**config.mk**
```make
export PLATFORM = sky130hd
export DESIGN_NAME = cfg_space_seq
export DESIGN_NICKNAME = d
export VERILOG_FILES = /design/src/rtl/cfg_seq_pkg.sv /design/src/rtl/cfg_addr_fmt.sv /design/src/rtl/cfg_lane_unit.sv /design/src/rtl/cfg_stall_timer.sv /design/src/rtl/cfg_space_seq.sv
export SDC_FILE = /design/constraint.sdc
export NUM_CORES = 1
export LEC_CHECK = 0
export BUFFER_PORTS_ARGS = -buffer_cell sky130_fd_sc_hd__buf_4
export CORE_UTILIZATION = 55
export DETAILED_ROUTE_END_ITERATION = 10
export PLACE_DENSITY = 0.82
export SLEW_MARGIN = 30
export SYNTH_ARGS = -nofsm -noshare
export SYNTH_HDL_FRONTEND = slang
export SYNTH_SLANG_ARGS = --single-unit
```
**constraint.sdc**
```tcl
create_clock -name clk -period 2.7 [get_ports clk]
set_input_delay 0.27 -clock clk [delete_from_list [all_inputs] [get_ports clk]]
set_output_delay 0.27 -clock clk [all_outputs]
set_load 0.05 [all_outputs]
```
**src/rtl/cfg_seq_pkg.sv**
```systemverilog
package cfg_seq_pkg;
  typedef enum logic [1:0] {
    SZ_BYTE = 2'd0,
    SZ_HALF = 2'd1,
    SZ_WORD = 2'd2,
    SZ_RSVD = 2'd3
  } xfer_size_e;

  typedef enum logic [1:0] {
    ST_IDLE = 2'd0,
    ST_ADDR = 2'd1,
    ST_DATA = 2'd2,
    ST_RESP = 2'd3
  } seq_state_e;

  typedef struct packed {
    logic [7:0]  bus;
    logic [7:0]  devfn;
    logic [7:0]  offset;
    xfer_size_e  size;
    logic        write;
    logic [31:0] wdata;
  } cfg_req_t;
endpackage

```
**src/rtl/cfg_addr_fmt.sv**
```systemverilog
module cfg_addr_fmt #(
  parameter int MAX_BUS   = 7,
  parameter int MAX_DEVFN = 127
) (
  input  logic [7:0]  bus,
  input  logic [7:0]  devfn,
  input  logic [7:0]  offset,
  output logic [31:0] addr_word,
  output logic        in_range
);
  logic type1;

  always_comb begin
    type1     = (bus != 8'd0);
    in_range  = (32'(bus) <= MAX_BUS) && (32'(devfn) <= MAX_DEVFN);
    addr_word = {8'h00, bus, devfn, offset[7:2], 1'b0, type1};
  end
endmodule

```
**src/rtl/cfg_lane_unit.sv**
```systemverilog
module cfg_lane_unit
  import cfg_seq_pkg::*;
#(
  parameter int DW = 32
) (
  input  logic [DW-1:0] word_in,
  input  logic [1:0]    offset,
  input  xfer_size_e    size,
  input  logic [DW-1:0] wdata,
  output logic [DW-1:0] rd_val,
  output logic [DW-1:0] merged
);
  localparam int NLANE = DW / 8;

  logic [1:0] byte_idx;
  logic       half_idx;

  assign byte_idx = offset ^ 2'b11;
  assign half_idx = offset[1] ^ 1'b1;

  always_comb begin
    rd_val = '0;
    case (size)
      SZ_BYTE: begin
        case (byte_idx)
          2'd0:    rd_val[7:0] = word_in[31:24];
          2'd1:    rd_val[7:0] = word_in[23:16];
          2'd2:    rd_val[7:0] = word_in[15:8];
          default: rd_val[7:0] = word_in[7:0];
        endcase
      end
      SZ_HALF: rd_val[15:0] = half_idx ? word_in[15:0] : word_in[31:16];
      default: rd_val = word_in;
    endcase
  end

  // lane g counted from the most significant byte
  for (genvar g = 0; g < NLANE; g++) begin : g_lane
    localparam int HI = DW - 1 - 8 * g;
    logic       sel;
    logic [7:0] src;
    always_comb begin
      case (size)
        SZ_BYTE: sel = (32'(byte_idx) == g);
        SZ_HALF: sel = (32'(half_idx) == g / 2);
        default: sel = 1'b1;
      endcase
      case (size)
        SZ_BYTE: src = wdata[7:0];
        SZ_HALF: src = (g % 2 == 0) ? wdata[15:8] : wdata[7:0];
        default: src = wdata[HI -: 8];
      endcase
      merged[HI -: 8] = sel ? src : word_in[HI -: 8];
    end
  end
endmodule

```
**src/rtl/cfg_stall_timer.sv**
```systemverilog
module cfg_stall_timer #(
  parameter int LIMIT = 256
) (
  input  logic clk,
  input  logic rst_n,
  input  logic run,
  output logic expired
);
  localparam int CW = $clog2(LIMIT + 1);
  localparam logic [CW-1:0] LAST = CW'(LIMIT - 1);

  logic [CW-1:0] cnt;

  assign expired = run && (cnt == LAST);

  always_ff @(posedge clk) begin
    if (!rst_n || !run || expired) cnt <= '0;
    else                           cnt <= cnt + 1'b1;
  end

  assert_cnt_bounded_R9: assert property (@(posedge clk) disable iff (!rst_n)
    run && !expired |=> cnt != '0 || !run);
endmodule

```
**src/rtl/cfg_space_seq.sv**
```systemverilog
module cfg_space_seq
  import cfg_seq_pkg::*;
#(
  parameter int          MAX_BUS        = 7,
  parameter int          MAX_DEVFN      = 127,
  parameter int          TIMEOUT_CYCLES = 256,
  parameter int          RAW            = 12,
  parameter logic [11:0] ADDR_REG_OFS   = 12'h500,
  parameter logic [11:0] DATA_REG_OFS   = 12'h504
) (
  input  logic           clk,
  input  logic           rst_n,
  input  logic           req_valid,
  output logic           req_ready,
  input  logic [7:0]     req_bus,
  input  logic [7:0]     req_devfn,
  input  logic [7:0]     req_offset,
  input  logic [1:0]     req_size,
  input  logic           req_write,
  input  logic [31:0]    req_wdata,
  output logic           rsp_valid,
  input  logic           rsp_ready,
  output logic           rsp_status,
  output logic [31:0]    rsp_rdata,
  output logic           busy,
  output logic           reg_valid,
  input  logic           reg_ready,
  output logic           reg_write,
  output logic [RAW-1:0] reg_addr,
  output logic [31:0]    reg_wdata,
  input  logic [31:0]    reg_rdata
);
  seq_state_e  state;
  cfg_req_t    lat;
  logic        pass_pre;
  logic [31:0] aw_q, wbuf_q, rdata_q;
  logic        status_q;

  logic [31:0] fmt_word, lane_word, lane_rd, lane_merged;
  logic        fmt_ok, tmo, hs, accept;
  logic [1:0]  lane_off;
  xfer_size_e  lane_size;

  assign accept    = (state == ST_IDLE) && req_valid;
  assign hs        = reg_valid && reg_ready;
  assign req_ready = (state == ST_IDLE);
  assign busy      = (state != ST_IDLE);
  assign rsp_valid = (state == ST_RESP);
  assign rsp_status = status_q;
  assign rsp_rdata  = rdata_q;

  cfg_addr_fmt #(.MAX_BUS(MAX_BUS), .MAX_DEVFN(MAX_DEVFN)) u_fmt (
    .bus(req_bus), .devfn(req_devfn), .offset(req_offset),
    .addr_word(fmt_word), .in_range(fmt_ok)
  );

  assign lane_off  = (state == ST_IDLE) ? req_offset[1:0] : lat.offset[1:0];
  assign lane_size = (state == ST_IDLE) ? xfer_size_e'(req_size) : lat.size;
  assign lane_word = (state == ST_DATA && reg_ready) ? reg_rdata : 32'hFFFF_FFFF;

  cfg_lane_unit #(.DW(32)) u_lane (
    .word_in(lane_word), .offset(lane_off), .size(lane_size),
    .wdata(lat.wdata), .rd_val(lane_rd), .merged(lane_merged)
  );

  cfg_stall_timer #(.LIMIT(TIMEOUT_CYCLES)) u_tmr (
    .clk(clk), .rst_n(rst_n), .run(reg_valid && !reg_ready), .expired(tmo)
  );

  always_comb begin
    reg_valid = (state == ST_ADDR) || (state == ST_DATA);
    reg_addr  = (state == ST_ADDR) ? ADDR_REG_OFS : DATA_REG_OFS;
    reg_write = (state == ST_ADDR) || (state == ST_DATA && lat.write && !pass_pre);
    reg_wdata = '0;
    if (state == ST_ADDR)                         reg_wdata = aw_q;
    else if (state == ST_DATA && reg_write)       reg_wdata = wbuf_q;
  end

  always_ff @(posedge clk) begin
    if (!rst_n) begin
      state    <= ST_IDLE;
      lat      <= '0;
      pass_pre <= 1'b0;
      aw_q     <= '0;
      wbuf_q   <= '0;
      rdata_q  <= '0;
      status_q <= 1'b0;
    end else begin
      case (state)
        ST_IDLE: if (accept) begin
          lat <= '{bus: req_bus, devfn: req_devfn, offset: req_offset,
                   size: xfer_size_e'(req_size), write: req_write, wdata: req_wdata};
          if (!fmt_ok) begin
            state    <= ST_RESP;
            status_q <= 1'b1;
            rdata_q  <= req_write ? 32'h0 : lane_rd;
          end else begin
            state    <= ST_ADDR;
            aw_q     <= fmt_word;
            wbuf_q   <= req_wdata;
            pass_pre <= req_write && (req_size == SZ_BYTE || req_size == SZ_HALF);
          end
        end
        ST_ADDR: begin
          if (hs) state <= ST_DATA;
          else if (tmo) begin
            state    <= ST_RESP;
            status_q <= 1'b1;
            rdata_q  <= lat.write ? 32'h0 : lane_rd;
          end
        end
        ST_DATA: begin
          if (hs) begin
            if (pass_pre) begin
              wbuf_q   <= lane_merged;
              pass_pre <= 1'b0;
              state    <= ST_ADDR;
            end else begin
              state    <= ST_RESP;
              status_q <= 1'b0;
              rdata_q  <= lat.write ? 32'h0 : lane_rd;
            end
          end else if (tmo) begin
            state    <= ST_RESP;
            status_q <= 1'b1;
            pass_pre <= 1'b0;
            rdata_q  <= lat.write ? 32'h0 : lane_rd;
          end
        end
        default: if (rsp_ready) state <= ST_IDLE;
      endcase
    end
  end

  assert_busy_after_accept_R11: assert property (@(posedge clk) disable iff (!rst_n)
    req_valid && req_ready |=> busy && !req_ready);
  assert_rsp_held_R11: assert property (@(posedge clk) disable iff (!rst_n)
    rsp_valid && !rsp_ready |=> rsp_valid && $stable(rsp_rdata) && $stable(rsp_status));
  assert_regcycle_stable_R12: assert property (@(posedge clk) disable iff (!rst_n)
    reg_valid && !reg_ready && !tmo |=> reg_valid && $stable(reg_addr)
      && $stable(reg_write) && $stable(reg_wdata));
  assert_type1_flag_R3: assert property (@(posedge clk) disable iff (!rst_n)
    reg_valid && reg_addr == ADDR_REG_OFS |-> reg_wdata[0] == (lat.bus != 8'd0));
  assert_addr_phase_write_R2: assert property (@(posedge clk) disable iff (!rst_n)
    reg_valid && reg_addr == ADDR_REG_OFS |-> reg_write);
  assert_idle_quiet_R4: assert property (@(posedge clk) disable iff (!rst_n)
    !busy |-> !reg_valid && !rsp_valid);
endmodule

```
==> results of run 1 <==
through the flow:
stage	hold WS (ns)	setup TNS (ns)	power (mW)
CTS	0.0938	0	9.03
floorplan	0.413	0	5.68
finish	0.102	0	9.13
global route	0.0897	-0.00725	9.59
detailed placement	0.446	0	6.86
global placement	0.423	0	6.81
critical path, cell delays in order (launching register included):
cell	delay (ns)
dfxtp_1	0.33
inv_1	0.11
ha_2	0.36
inv_1	0.18
nor4_4	0.16
buf_4	0.18
clkbuf_8	0.20
a22o_1	0.16
buf_4	0.20
sequential cells by signal, indices dropped and copies added, names as in the netlist:
name	cells
aw_q	23
u_tmr.cnt	9
wbuf_q	32
rsp_status	1
lat	37
pass_pre	1
state	2
rsp_rdata	32
placed cells by master (no fill, tap or decap), types with 5 or more instances in the layout:
master	count
a21boi_0	62
a21boi_1	8
a21o_1	7
a21oi_1	32
a22o_1	23
a22oi_1	6
a2bb2oi_1	6
a31o_2	5
a31oi_1	29
a32oi_1	13
and2_1	22
and3_1	10
buf_4	197
clkbuf_16	17
conb_1	11
dfxtp_1	136
inv_1	16
mux2_2	8
mux2i_1	12
nand2_1	207
nand2b_1	9
nand3_1	17
nand3b_1	15
nor2_1	40
o2111ai_1	9
o211ai_1	18
o21ai_0	68
o21ai_1	6
o22ai_1	9
o311ai_1	8
per-layer routing:
metal	GRT usage, %	up-vias
li1	-	3706
met1	45.6	3713
met2	54.5	415
met3	7.65	85
met4	16.6	0
met5	0	-
path summary, 6_finish.rpt:
| check | startpoint | to | slack (ns) | cells after the start |
|---|---|---|---|---|
| hold / removal | req_wdata[27] | lat[27] | 0.10 | 3 |
| hold reg to reg | u_tmr.cnt[0] | u_tmr.cnt[0] | 0.45 | 1 |
| setup / recovery | state[0] | reg_wdata[16] | 0.11 | 8 |
| setup reg to reg | state[0] | rsp_rdata[8] | 0.17 | 8 |
synthesized netlist by cell type, types with 5 or more instances:
master and number:
nand2_1 208, dfxtp_1 137, o21ai_0 68, a21boi_0 62, clkbuf_1 47, nor2_1 40, a21oi_1 32, a31oi_1 29
a22o_1 23, and2_1 23, buf_2 19, nand3_1 18, o211ai_1 18, inv_1 16, nand3b_1 15, a32oi_1 13
buf_4 13, mux2i_1 12, and3_1 10, nand2b_1 9, o2111ai_1 9, o22ai_1 9, a21boi_1 8, mux2_2 8
o311ai_1 8, a21o_1 7, a22oi_1 6, a2bb2oi_1 6, ha_1 6, o21ai_1 6, a31o_2 5, nor2b_1 5
cell families after synthesis:
family | count (synthesis)
simple gates | 347
compound gates | 337
flops | 137
buf+inv | 102
mux | 25
fa+ha+maj | 6
xor+xnor | 5
other cells | 2
report_power, final:
part	leakage [nW]	switching [mW]	total, mW	internal (mW)
Sequential	1.12	0.304	2.71	2.40
Combinational	2.52	2.80	4.25	1.45
Clock	0.268	0.945	2.17	1.23
Total	3.91	4.05	9.13	5.08
cell type report:
| type | count | area [um^2] |
|---|---|---|
| timing repair buffer | 202 | 1560 |
| clock inverter | 12 | 93.8 |
| multi-input combinational | 731 | 4470 |
| clock buffer | 19 | 453 |
| inverter | 16 | 60.1 |
| sequential | 137 | 2740 |
| tap | 176 | 220 |
| fill | 1118 | 3800 |
timing repair:
action | in CTS | in global routing
gates cloned | 0 | 1
endpoints found under the hold margin | 0 | 0
pin swaps | 0 | 1
buffers inserted | 0 | 1
setup endpoints to repair | 32 | 43
resized for setup | 2 | 14
==> impl_metrics.toml, run 1 <==
[sta]
setup_violations = 0
worstMarginPinSlew_ns = 0.839
fin_ws_ns = 0.114
fin_crit_ns = 2.59
finalClockSkew_ns = 0.00597
hold_viol = 0
relSlewSlack_pct = 43.8
min_period_over_period_pct = 95.8
max_freq_ghz = 0.387
finalMaxSlewViolations = 0

[yosys]
netlist-cell-type-count = 72
yosys.area_share.adder_pct = 0.985
syn_area_um2 = 7620
synth_compound_area_share_pct = 31.1
async_flop_share_pct = 0
syn_inst = 961
synth-seq-cells = 137
synthTopCellsByArea = "dfxtp_1 (36%), nand2_1 (10%), a21boi_0 (6.1%), o21ai_0 (4.5%), a22o_1 (2.6%)"
synth_top_family_by_area = "compound AO/OA/AOI/OAI gates"
synth-xor-area-share_pct = 0.575
synth_top_area_share_pct = 36.0
yosys.area_share.simple_pct = 20.8
synth-edff-count = 0
synthMuxAreaShare_pct = 4.02
synth_top_area_cell = "dfxtp_1"
ys_warn_count = 0
seq_area_frac_synth_pct = 36.0
avgSynthCellArea_um2 = 7.93
synth_ff_type = "dfxtp_1"

[finish]
diodes = 0
syn_to_final_growth_pct = 26.0
instances_no_fill = 1293
fin_area_um2 = 9600
utilization_pct = 71.6
fin_nets = 1207
layout-drive-gt1-share_pct = 24.7

[pwr]
p_per_area_nw_per_um2 = 951
leakagePower_nw = 3.91
vdd.ir_drop.worst_mv = 0.834

[detailed_routing]
dr_wl_met2_um = 11300
vias = 7919
finalWirelength_um = 24800
top_layer = "met4"
drt-initial-drc-count = 786
met1_length_um = 10400
ant_nets = 0
wl_met3_um = 2250
first_pass_iters = 8
vias_per_cell = 6.12
route.detailed.drc = 0
wl_per_cell_um = 19.2

[cts]
cts_buffers = 17
tritoncts = "yes"
clock-sinks = 137
worstSkewPairLatency_ns = 0.43
cts.clk_slew.worst_paths_ns = 0.06
htreeDepth = 4
cts_max_path_buffers = 2
hold_buffers = 0
cts_root_buffer = "clkbuf_16"

[global_routing]
overflow = 0
antenna_found_initial = 0
grt_usage_pct = 34.9
grt_max_degree = 65
grt_pass1_vias = 7251
grt_pass1_wl_um = 38700

[setup_path]
critPathArrivalTime_ns = 2.32
crit_required_ns = 2.43
end_kind = "primary output"
cp_max_fo = 16
start_kind = "register"
crit_type = "reg -> out"

[die]
die_w_um = 120
start_util_pct = 56.9
die_y_um = 120
ioPinCount = 178
design.die.area_um2 = 14300
floorplan.core_area_um2 = 13400
rows = 42

[placement]
place.gp.congestion = 0.979
post-place-cells = 1260
place_area_um2 = 8980
place_ws_ns = 0.182
io_buffers = 166
detailed_place_hpwl_um = 17800

[min_path]
hp-class = "in -> reg"

[run_status]
status = "finished, final reports clean"

[flow_run]
maxCapViolations = 0
Power figures use the tool's default switching activity.
==> run 2, diff against run 1 <==
==> constraint.sdc (replaced) <==
create_clock -name clk -period 2.7 [get_ports clk]
set_input_delay 0 -clock clk [delete_from_list [all_inputs] [get_ports clk]]
set_output_delay 0 -clock clk [all_outputs]
set_load 0.05 [all_outputs]
==> impl_metrics.toml, run 2 (synthesis gave the netlist of run 1 again) <==
[setup_path]
start_kind = "register"
critPathArrivalTime_ns = 2.87
crit_slowest_cell = "nand2b_1"
crit_type = "reg -> reg"
crit_required_ns = 3.00
path_cells = "inv_1, ha_2, buf_4, and2_2, nand2b_1, a21o_1, a32oi_1, a2bb2oi_1, a21oi_1"
cp_top_family = "compound AO/OA/AOI/OAI gates"
r2r_cells = 9
reg2reg_from = "state[0]"
reg2reg_slack_ns = 0.13
cpPeakStageDelay_ns = 0.36
end_kind = "register"
reg2reg_to = "rsp_rdata[17]"
cp_num_buf_inv = 2
cp_max_fo = 13

[finish]
layout-drive-gt1-share_pct = 22.7
largest_reg_flops = 37
syn_to_final_growth_pct = 35.6
multiInputGateArea_um2 = 4470
seqCellArea_um2 = 2740
fin_nets = 1278
diodes = 0
final_common_cell = "nand2_1"
utilization_pct = 77.1
regMostFlops = "lat"
mostFrequentLayoutCells = "nand2_1 (207), buf_4 (198), dfxtp_1 (137)"
fillerInstances = 950
fin_area_um2 = 10300

[min_path]
holdCritStartpoint = "reg_rdata[9]"
worstHoldEndpoint = "rsp_rdata[9]"
min_path_cells = 4
hp-class = "in -> reg"

[global_routing]
antenna_found_initial = 0
grt_pass1_vias = 7804
overflow = 0
grt_max_degree = 54
grt_pass1_wl_um = 41400
grt_usage_pct = 37.3

[cts]
clock-sinks = 137
cts_root_buffer = "clkbuf_16"
cts_max_path_buffers = 2
htreeDepth = 4
worstSkewPairLatency_ns = 0.43
tritoncts = "yes"
cts.clk_slew.worst_paths_ns = 0.06
cts_buffers = 17

[sta]
max_freq_ghz = 0.390
fin_crit_ns = 2.57
finalMaxSlewViolations = 0
setup_violations = 0
min_period_over_period_pct = 95.0
worstMarginPinSlew_ns = 0.878
finalClockSkew_ns = 0.00706
fin_setup_tns_ns = 0
grt_setup_unrepaired = "no"
hold_viol = 0
relSlewSlack_pct = 41.2
holdWs_ns = 0.0258

[placement]
io_buffers = 166
place_area_um2 = 8940
detailed_place_hpwl_um = 17600
place.gp.congestion = 1.01

[die]
die_y_um = 120
die_w_um = 120
rows = 42
start_util_pct = 56.9
floorplan.core_area_um2 = 13400
ioPinCount = 178
design.die.area_um2 = 14300

[detailed_routing]
ant_nets = 0
vias_per_cell = 6.13
drt-initial-drc-count = 956
route.detailed.drc = 0
wl_per_cell_um = 20.0
finalWirelength_um = 27300
vias = 8373
first_pass_iters = 6

[run_status]
status = "finished, final reports clean"

[flow_run]
maxCapViolations = 0

[pwr]
p_per_area_nw_per_um2 = 921
leakagePower_nw = 4.22
vdd.ir_drop.worst_mv = 0.967
## run 2: cell types whose count changed in the layout (fill, tap and decap cells not counted), sizes merged
cell         delta
a22oi           +1
clkinv          -3
inv             -2
buf             -2
dlygate4sd3    +72
clkinvlp        -1
bufinv          +3
clkbuf          +4
## run 2: final cells by class
cell class,instances,area share [%]
multi-input cells,732,43.3
clock inverters,9,1.33
well taps,176,2.13
repair buffers,272,21.6
clock buffers,23,4.53
flip-flops and latches,137,26.5
inverters,16,0.581
## run 2: stage by stage
step,cells,setup WS (ns),power [mW]
global route,1365,0.0384,9.93
finish,1365,0.134,9.52
CTS,1362,0.00721,9.35
floorplan,970,0.0535,5.68
global placement,1258,0.145,6.78
detailed placement,1258,0.121,6.83
## run 2: how the worst max path moves through the flow
stage,start,endpoint,slack [ns],cells past startpoint
after floorplan,state[1],wbuf_q[22],0.05,11
after global placement,state[0],rsp_rdata[1],0.14,9
after detailed placement,state[0],rsp_rdata[17],0.12,9
after CTS,state[0],rsp_rdata[17],0.007,9
after global routing,u_tmr.cnt[0],rsp_rdata[6],0.04,11
final,state[0],rsp_rdata[17],0.13,9
## run 2: layer usage
metal | track usage [%] | up-vias | part of all wire (%)
met5 | 0 | - | 0
met2 | 60.3 | 493 | 46
li1 | - | 3847 | -
met1 | 46.3 | 3935 | 39
met4 | 18.8 | 0 | 4.2
met3 | 8.75 | 98 | 11
## run 2: repair_timing
| item | in CTS | in global routing |
|---|---|---|
| buffers inserted | 0 | 1 |
| resized for setup | 0 | 14 |
| endpoints found under the setup margin | 0 | 64 |
| hold endpoints to repair | 94 | 0 |
| hold buffers | 72 | 0 |
## run 2: where the power goes
part           switching (mW)  leakage [nW]  internal [mW]
logic                    2.89          2.81           1.50
registers               0.317          1.12           2.40
clock network           0.910         0.292           1.51
## run 2: worst reg2reg max path: stages, from the launching register on
cell,delay (ns)
dfxtp_1,0.35
inv_1,0.13
ha_2,0.27
buf_4,0.22
and2_2,0.34
nand2b_1,0.36
a21o_1,0.29
a32oi_1,0.17
a2bb2oi_1,0.20
a21oi_1,0.10
